## src/rtl/irqbank_pkg.sv

```systemverilog
package irqbank_pkg;
  localparam int EVW   = 32;
  localparam int NLINE = 13;
  localparam int EVLO  = 19;
  localparam int B_GRA = 28;
  localparam int C_EN  = 1;
  localparam int C_RST = 0;

  typedef enum logic [1:0] {
    SEL_EVT  = 2'd0,
    SEL_MASK = 2'd1,
    SEL_CTRL = 2'd2,
    SEL_TXC  = 2'd3
  } sel_e;

  // event bit feeding each interrupt line
  function automatic int unsigned line_bit(input int unsigned idx);
    case (idx)
      0: line_bit = 27;  1: line_bit = 26;  2: line_bit = 19;
      3: line_bit = 20;  4: line_bit = 25;  5: line_bit = 24;
      6: line_bit = 23;  7: line_bit = 21;  8: line_bit = 31;
      9: line_bit = 28;  10: line_bit = 22; 11: line_bit = 29;
      default: line_bit = 30;
    endcase
  endfunction
endpackage

```

## src/rtl/irqbank_ctrl.sv

```systemverilog
module irqbank_ctrl
  import irqbank_pkg::*;
(
  input  logic       clk,
  input  logic       rst_n,
  input  logic       wr_en,
  input  logic [1:0] wr_sel,
  input  logic [1:0] wr_lo,
  input  logic       rx_start,
  output logic [1:0] ctrl_q,
  output logic       rx_active,
  output logic       soft_rst,
  output logic       gra_hit
);
  logic ctrl_wr;

  assign ctrl_wr  = wr_en && (wr_sel == SEL_CTRL);
  assign soft_rst = ctrl_wr && wr_lo[C_RST];
  assign gra_hit  = wr_en && (wr_sel == SEL_TXC) && wr_lo[0];

  always_ff @(posedge clk or negedge rst_n) begin
    if (!rst_n) begin
      ctrl_q    <= '0;
      rx_active <= 1'b0;
    end else begin
      if (soft_rst)     ctrl_q <= '0;
      else if (ctrl_wr) ctrl_q <= wr_lo;
      if (soft_rst || (ctrl_wr && !wr_lo[C_EN])) rx_active <= 1'b0;
      else if (rx_start && ctrl_q[C_EN])          rx_active <= 1'b1;
    end
  end

  assert_rxoff_R8: assert property (@(posedge clk) disable iff (!rst_n)
    !ctrl_q[C_EN] |-> !rx_active);
  assert_ctrlrst_R6: assert property (@(posedge clk) disable iff (!rst_n)
    soft_rst |=> (ctrl_q == 2'b00 && !rx_active));
endmodule

```

## src/rtl/irqbank_events.sv

```systemverilog
module irqbank_events
  import irqbank_pkg::*;
#(
  parameter int W  = EVW,
  parameter int LO = EVLO
) (
  input  logic         clk,
  input  logic         rst_n,
  input  logic [W-1:0] set_in,
  input  logic         wr_en,
  input  logic [1:0]   wr_sel,
  input  logic [W-1:0] wr_data,
  input  logic         soft_rst,
  input  logic         gra_hit,
  output logic [W-1:0] evt_q,
  output logic [W-1:0] mask_q
);
  localparam logic [W-1:0] IMPL = {{(W-LO){1'b1}}, {LO{1'b0}}};

  logic [W-1:0] clr_vec, gra_vec, evt_nxt;

  assign clr_vec = (wr_en && wr_sel == SEL_EVT) ? wr_data : '0;
  assign gra_vec = gra_hit ? (W'(1) << B_GRA) : '0;
  assign evt_nxt = ((evt_q & ~clr_vec) | set_in | gra_vec) & IMPL;

  always_ff @(posedge clk or negedge rst_n) begin
    if (!rst_n) begin
      evt_q  <= '0;
      mask_q <= '0;
    end else if (soft_rst) begin
      evt_q  <= '0;
      mask_q <= '0;
    end else begin
      evt_q <= evt_nxt;
      if (wr_en && wr_sel == SEL_MASK) mask_q <= wr_data;
    end
  end

  assert_w1c_R2: assert property (@(posedge clk) disable iff (!rst_n)
    (wr_en && wr_sel == SEL_EVT) |=> ((evt_q & $past(wr_data & ~set_in)) == '0));
  assert_setwins_R3: assert property (@(posedge clk) disable iff (!rst_n)
    (!soft_rst && |(set_in & IMPL)) |=> ((evt_q & $past(set_in & IMPL)) == $past(set_in & IMPL)));
  assert_evtrst_R6: assert property (@(posedge clk) disable iff (!rst_n)
    soft_rst |=> (evt_q == '0 && mask_q == '0));
  assert_gra_R7: assert property (@(posedge clk) disable iff (!rst_n)
    (gra_hit && !soft_rst) |=> evt_q[B_GRA]);
endmodule

```

## src/rtl/irqbank_lines.sv

```systemverilog
module irqbank_lines
  import irqbank_pkg::*;
#(
  parameter int W = EVW,
  parameter int N = NLINE
) (
  input  logic         clk,
  input  logic         rst_n,
  input  logic [W-1:0] evt_q,
  input  logic [W-1:0] mask_q,
  output logic [N-1:0] irq
);
  for (genvar i = 0; i < N; i++) begin : g_line
    localparam int unsigned B = line_bit(i);
    always_ff @(posedge clk or negedge rst_n) begin
      if (!rst_n) irq[i] <= 1'b0;
      else        irq[i] <= evt_q[B] & mask_q[B];
    end
    assert_line_R4: assert property (@(posedge clk) disable iff (!rst_n)
      1'b1 |=> (irq[i] == $past(evt_q[B] & mask_q[B])));
  end
endmodule

```

## src/rtl/irqbank_top.sv

```systemverilog
module irqbank_top
  import irqbank_pkg::*;
(
  input  logic        clk,
  input  logic        rst_n,
  input  logic [31:0] evt_set,
  input  logic        rx_start,
  input  logic        wr_en,
  input  logic [1:0]  wr_sel,
  input  logic [31:0] wr_data,
  output logic [31:0] evt_q,
  output logic [31:0] mask_q,
  output logic [1:0]  ctrl_q,
  output logic        rx_active,
  output logic [12:0] irq
);
  logic soft_rst, gra_hit;

  irqbank_ctrl u_ctrl (
    .clk(clk), .rst_n(rst_n), .wr_en(wr_en), .wr_sel(wr_sel),
    .wr_lo(wr_data[1:0]), .rx_start(rx_start), .ctrl_q(ctrl_q),
    .rx_active(rx_active), .soft_rst(soft_rst), .gra_hit(gra_hit)
  );

  irqbank_events #(.W(EVW), .LO(EVLO)) u_evt (
    .clk(clk), .rst_n(rst_n), .set_in(evt_set), .wr_en(wr_en),
    .wr_sel(wr_sel), .wr_data(wr_data), .soft_rst(soft_rst),
    .gra_hit(gra_hit), .evt_q(evt_q), .mask_q(mask_q)
  );

  irqbank_lines #(.W(EVW), .N(NLINE)) u_lines (
    .clk(clk), .rst_n(rst_n), .evt_q(evt_q), .mask_q(mask_q), .irq(irq)
  );
endmodule

```

## config.mk

```make
export PLATFORM = sky130hd
export DESIGN_NAME = irqbank_top
export DESIGN_NICKNAME = d
export VERILOG_FILES = /design/src/rtl/irqbank_pkg.sv /design/src/rtl/irqbank_ctrl.sv /design/src/rtl/irqbank_events.sv /design/src/rtl/irqbank_lines.sv /design/src/rtl/irqbank_top.sv
export SDC_FILE = /design/constraint.sdc
export NUM_CORES = 1
export LEC_CHECK = 0
export BUFFER_PORTS_ARGS = -buffer_cell sky130_fd_sc_hd__buf_2
export CAP_MARGIN = 20
export CORE_ASPECT_RATIO = 0.9
export CORE_MARGIN = 4
export CORE_UTILIZATION = 43
export CTS_CLUSTER_SIZE = 20
export DETAILED_ROUTE_END_ITERATION = 8
export PLACE_DENSITY = 0.84
export SLEW_MARGIN = 5
export SYNTH_ARGS = -nofsm -noshare
export SYNTH_HDL_FRONTEND = slang
export SYNTH_SLANG_ARGS = --single-unit
```

## constraint.sdc

```tcl
create_clock -name clk -period 0.9 [get_ports clk]
set_input_delay 0.09 -clock clk [delete_from_list [all_inputs] [get_ports clk]]
set_output_delay 0.09 -clock clk [all_outputs]
set_load 0.005 [all_outputs]
```

==> results of run 1 <==
worst min-delay path, delay by kind of cell:
kind / cells / cell delay [ns]
AOI/OAI and AO/OA: 1 / 0.06
and+or+nand+nor: 1 / 0.05
buffers and inverters: 1 / 0.11
metrics by stage:
step	hold slack [ns]	power, mW
floorplan	-0.206	3.81
global placement	0.122	4.38
detailed placement	0.127	4.44
CTS	0.000718	7.18
global route	0.00300	7.74
finish	0.0109	7.32
cell families after synthesis:
group / count (synthesis)
AOI/OAI and AO/OA: 38
buffers and inverters: 32
DFF: 61
other: 1
and+or+nand+nor: 123
path summary, 6_finish.rpt:
check,to,startpoint,slack (ns)
worst min register to register,u_ctrl.ctrl_q[0],u_ctrl.ctrl_q[0],0.50
worst max register to register,u_lines.irq[8],u_evt.evt_q[31],-0.03
worst min-delay path,u_evt.mask_q[23],wr_data[23],0.01
min in group asynchronous,u_evt.mask_q[7],rst_n,0.30
worst max-delay path,mask_q[25],u_evt.mask_q[25],-0.06
max in group asynchronous,u_evt.mask_q[1],rst_n,0.32
what timing repair did:
item,4_1_cts,5_1_grt
hold buffers,30,1
hold endpoints to repair,90,1
endpoints found under the setup margin,61,62
gates resized for setup,0,9
setup buffers,29,14
pin swaps,0,1
registers in the layout (all words and copies together) (netlist names):
name	count
u_ctrl.ctrl_q	2
u_evt.mask_q	32
u_lines.irq	13
u_evt.evt_q	13
u_ctrl.rx_active	1
cell type report:
cell class	instances	area [µm²]
Clock inverter	4	48.8
Multi-Input combinational cell	180	935
Tap cell	70	87.6
Sequential cell	61	1530
Timing Repair Buffer	197	1350
Fill cell	423	1670
Clock buffer	11	141
metal layers:
metal | vias up | track usage [%]
met4 | 0 | 5.36
li1 | 1183 | -
met1 | 1177 | 22.9
met3 | 8 | 8.52
met2 | 108 | 35.9
met5 | - | 0
cell usage after synthesis (all sizes together):
library cell  instances
dfrtp                61
a311oi                1
a21oi                33
nand2b                2
nor2b                 1
nor3b                12
and3b                 1
and2                 14
o21ai                 2
a31oi                 1
nor2                 13
and4b                 1
conb                  1
or3b                  1
nand2                64
a22o                  1
buf                  32
nor3                 12
nand3b                2
power groups by stage:
stage / Combinational [mW] / Clock (mW) / Sequential (mW)
finish: 1.66 / 2.38 / 3.27
global route: 1.83 / 2.60 / 3.30
CTS: 1.47 / 2.46 / 3.25
detailed placement: 1.12 / 0 / 3.33
global placement: 1.08 / 0 / 3.31
floorplan: 0.455 / 0 / 3.35
==> flow_metrics.tcl, run 1 <==
set metrics [dict create \
    status "finished, violations left" \
    violations "negative setup slack" \
    final_util_pct 71.1 \
    synthAdderAreaFrac_pct 0 \
    cp_cell_sequence "buf_2" \
    ys_types 22 \
    drv_slew 0 \
    critPathArrivalTime_ns 0.87 \
    fin_tns_setup_ns -1.94 \
    htree_num_levels 3 \
    fin_skew_ns 0.00561 \
    clk_root_buffer_cell "clkbuf_8" \
    synth-compound-area-share_pct 7.70 \
    overflow 0 \
    switching_share_pct 26.3 \
    startpoint_type "flip-flop" \
    comb_power_share_pct 22.7 \
    placementRows 26 \
    coreArea_mm2 0.00576 \
    end_kind "output pin" \
    drive_gt1_share_pct 43.5 \
    dp.cells 434 \
    num_vias 2476 \
    crit_slowest_cell "dfrtp_1" \
    synthSimpleGateAreaFrac_pct 24.8 \
    synth_top_family_by_area "simple AND/OR/NAND/NOR gates" \
    port_buffers 111 \
    final_common_cell "buf_2" \
    cp_num_buf_inv 1 \
    cp.required_ns 0.81 \
    ys_ff_latch 61 \
    via_per_inst 4.73 \
    powerDensity_mw_per_mm2 1790 \
    gp_congestion 0.790 \
    synth_area_leaders "dfrtp_1, nand2_1, a21oi_1" \
    layout_common_cells "buf_2, nand2_1, dfrtp_1" \
    rsz0062_at_grt "yes" \
    diodes 0 \
    antenna_found_initial 0 \
    crit_family "flip-flops" \
    dieArea_mm2 0.00731 \
    wire_per_inst_um 14.3 \
    cts_max_path_buffers 2 \
    post-place-ws_ns -0.285 \
    die_h_um 81.5 \
    cts_tree "built" \
    setup_slack_ns -0.0614 \
    grt_pass1_wl_um 11600 \
    whs_path_depth 3 \
    drv_cap 0 \
    placed_area_mm2 0.00323 \
    hold_path_class "input port to flip-flop" \
    synthMuxAreaShare_pct 0 \
    fmax_ghz 1.04 \
    ios 150 \
    crit_path_max_incr_delay_ns 0.40 \
    first_global_vias 2403 \
    clockPowerShare_pct 32.6 \
    fin_crit_sh_pct 107 \
    hold_viol 0 \
    clock_sinks 61 \
    drtAntennaViolNets 0 \
    critPathKind "flip-flop to output pin" \
    final.min_clock_period_ns 0.961 \
    clk_pin_slew_ns 0.07 \
    final_nets 519 \
    syn_to_final_growth_pct 58.4 \
    initial_core_util_pct 44.9 \
    clk_latency_ns 0.33 \
    dr.max_layer_used "met4" \
    p_sw_mw 1.92 \
    drc 0 \
    firstDrtPassIters 5 \
    gr-usage-all-layers_pct 20.2 \
    first_iter_violations 106 \
    fin_cells 523 \
    synth-xor-area-share_pct 0 \
    dieWidth_um 89.7 \
    routed_wl_um 7490 \
    syn_inst 255 \
    design_area_mm2 0.00409 \
    critical_path.max_fanout 3 \
    grt_max_degree 62 \
    p_int_mw 5.39 \
    ys_warn_count 0 \
    rr_worst_depth 3 \
    vdd.ir_drop.worst_uv 967 \
    p_leak_nw 2.09 \
    power_frac_seq_pct 44.7 \
    dp_hpwl_um 4410 \
    met2_wirelength_um 3940 \
    synth_area_mm2 0.00258 \
    setup_viol 60 \
    path_depth 1 \
    wl_met1_um 2990 \
    synth_top_area_share_pct 59.1 \
    yosys.area.top_type "dfrtp_1" \
    synth_area_per_cell_um2 10.1 \
    wl_met3_um 494 \
    cts_buffers 9 \
    yosysSeqAreaShare_pct 59.1 \
]
No activity file was read; power rests on OpenSTA's default activity.
==> run 2: changes to the inputs <==
--- a/config.mk
+++ b/config.mk
@@ -13,6 +13,7 @@
 export CTS_CLUSTER_SIZE = 20
 export DETAILED_ROUTE_END_ITERATION = 8
 export PLACE_DENSITY = 0.84
+export SKIP_LAST_GASP = 1
 export SLEW_MARGIN = 5
 export SYNTH_ARGS = -nofsm -noshare
 export SYNTH_HDL_FRONTEND = slang
==> flow_metrics.tcl, run 2 (same netlist as run 1, synthesis figures left out) <==
set metrics [dict create \
    placed_area_mm2 0.00323 \
    end_kind "output pin" \
    critPathKind "flip-flop to output pin" \
    r2r_setup_slack_ns -0.03 \
    cts_max_path_buffers 2 \
    rr_worst_depth 4 \
    reg2reg_from "u_evt.evt_q[31]" \
    largest_reg_flops 32 \
    clk_pin_slew_ns 0.07 \
    via_per_inst 4.74 \
    num_vias 2477 \
    cp-startpoint "u_evt.evt_q[31]" \
    top_register "u_evt.mask_q" \
    report.power.total_mw 7.28 \
    firstDrtPassIters 4 \
    initial_core_util_pct 44.9 \
    coreArea_mm2 0.00576 \
    cts_buffers 9 \
    die_h_um 81.5 \
    drive_gt1_share_pct 42.6 \
    crit_path_max_incr_delay_ns 0.40 \
    htree_num_levels 3 \
    clock_sinks 61 \
    fin_hold_ws_ns 0.0218 \
    critical_path.max_fanout 2 \
    first_global_vias 2403 \
    critPathArrivalTime_ns 0.87 \
    grt_pass1_wl_um 11600 \
    gp_congestion 0.790 \
    crit_slowest_cell "dfrtp_1" \
    hold_viol 0 \
    final_common_cell "buf_2" \
    port_buffers 111 \
    fmax_ghz 1.04 \
    drtAntennaViolNets 0 \
    ios 150 \
    final_util_pct 70.6 \
    grt_max_degree 62 \
    drv_cap 0 \
    final.min_clock_period_ns 0.961 \
    clk_root_buffer_cell "clkbuf_8" \
    hold_path_class "input port to flip-flop" \
    fin_skew_ns 0.00559 \
    crit_family "flip-flops" \
    drv_slew 0 \
    vdd.ir_drop.worst_uv 968 \
    final_nets 519 \
    startpoint_type "flip-flop" \
    gr-usage-all-layers_pct 20.2 \
    powerDensity_mw_per_mm2 1790 \
    path_depth 1 \
    first_iter_violations 90 \
    design_area_mm2 0.00407 \
    dp.cells 434 \
    reg_top3 "u_evt.mask_q (32), u_evt.evt_q (13), u_lines.irq (13)" \
    dieWidth_um 89.7 \
    fillers 430 \
    critPathCapture "evt_q[31]" \
    status "finished, violations left" \
    overflow 0 \
    clk_latency_ns 0.33 \
    layout_common_cells "buf_2, nand2_1, dfrtp_1" \
    wire_per_inst_um 14.2 \
    fin_crit_sh_pct 107 \
    diodes 0 \
    antenna_found_initial 0 \
    syn_to_final_growth_pct 57.4 \
    routed_wl_um 7450 \
    setup_slack_ns -0.0610 \
    cts_tree "built" \
    p_leak_nw 2.08 \
    violations "negative setup slack" \
    dp_hpwl_um 4410 \
    setup_viol 59 \
    drc 0 \
    regToRegEndpoint "u_evt.evt_q[31]" \
    placementRows 26 \
    rsz0062_at_grt "yes" \
    cp_num_buf_inv 1 \
    fin_cells 523 \
    cp.required_ns 0.81 \
    dieArea_mm2 0.00731 \
    cp_cell_sequence "buf_2" \
]
[run 2: cell counts in the layout (fill, tap and decap cells not counted)]
Identical to the previous run, type by type.
[run 2: how the worst min path moves through the flow]
stage                      startpoint               end  depth (start not counted)
after floorplan                 rst_n  u_ctrl.ctrl_q[0]                          0
after global placement          rst_n   u_evt.mask_q[7]                          2
after detailed placement        rst_n   u_evt.mask_q[7]                          2
after CTS                  wr_data[1]   u_evt.mask_q[1]                          3
after global routing      wr_data[23]  u_evt.mask_q[23]                          3
final                     wr_data[23]  u_evt.mask_q[23]                          3
[run 2: worst min-delay path: cells and delay by family]
| kind | cells | cell delay [ns] |
|---|---|---|
| AOI/OAI and AO/OA | 1 | 0.06 |
| buffers and inverters | 1 | 0.11 |
| and+or+nand+nor | 1 | 0.05 |
[run 2: cell type report]
type / instances / area [µm²] / share of cell area (%)
clock inverters: 4 / 48.8 / 1.20
multi-input cells: 180 / 918 / 22.6
repair buffers: 197 / 1350 / 33.1
clock buffers: 11 / 141 / 3.48
flip-flops and latches: 61 / 1530 / 37.5
well taps: 70 / 87.6 / 2.15
[run 2: repair_timing]
| action | in CTS | in global routing |
|---|---|---|
| endpoints found under the setup margin | 61 | 62 |
| setup buffers | 29 | 14 |
| endpoints found under the hold margin | 90 | 1 |
| resized for setup | 0 | 2 |
| hold buffers | 30 | 1 |
[run 2: power breakdown]
group          total [mW]  switching (mW)  leakage [nW]  internal, mW
Clock                2.39            1.05        0.0992          1.34
Combinational        1.63           0.683          1.23         0.947
Sequential           3.27           0.176         0.749          3.09
Total                7.28            1.91          2.08          5.37
[run 2: layer usage]
layer | vias to the layer above | GRT usage (%) | share of wire, %
met5 | - | 0 | 0
li1 | 1185 | - | -
met1 | 1187 | 22.9 | 40
met3 | 8 | 8.52 | 6.5
met4 | 0 | 5.36 | 0.74
met2 | 97 | 35.9 | 53
[run 2: through the flow]
step	worst slack (ns)	TNS [ns]
4_1_cts	-0.0805	-2.82
2_1_floorplan	-0.0553	-0.546
3_5_place_dp	-0.285	-9.46
6_report	-0.0610	-1.87
5_1_grt	-0.115	-5.16
3_3_place_gp	-0.272	-8.85
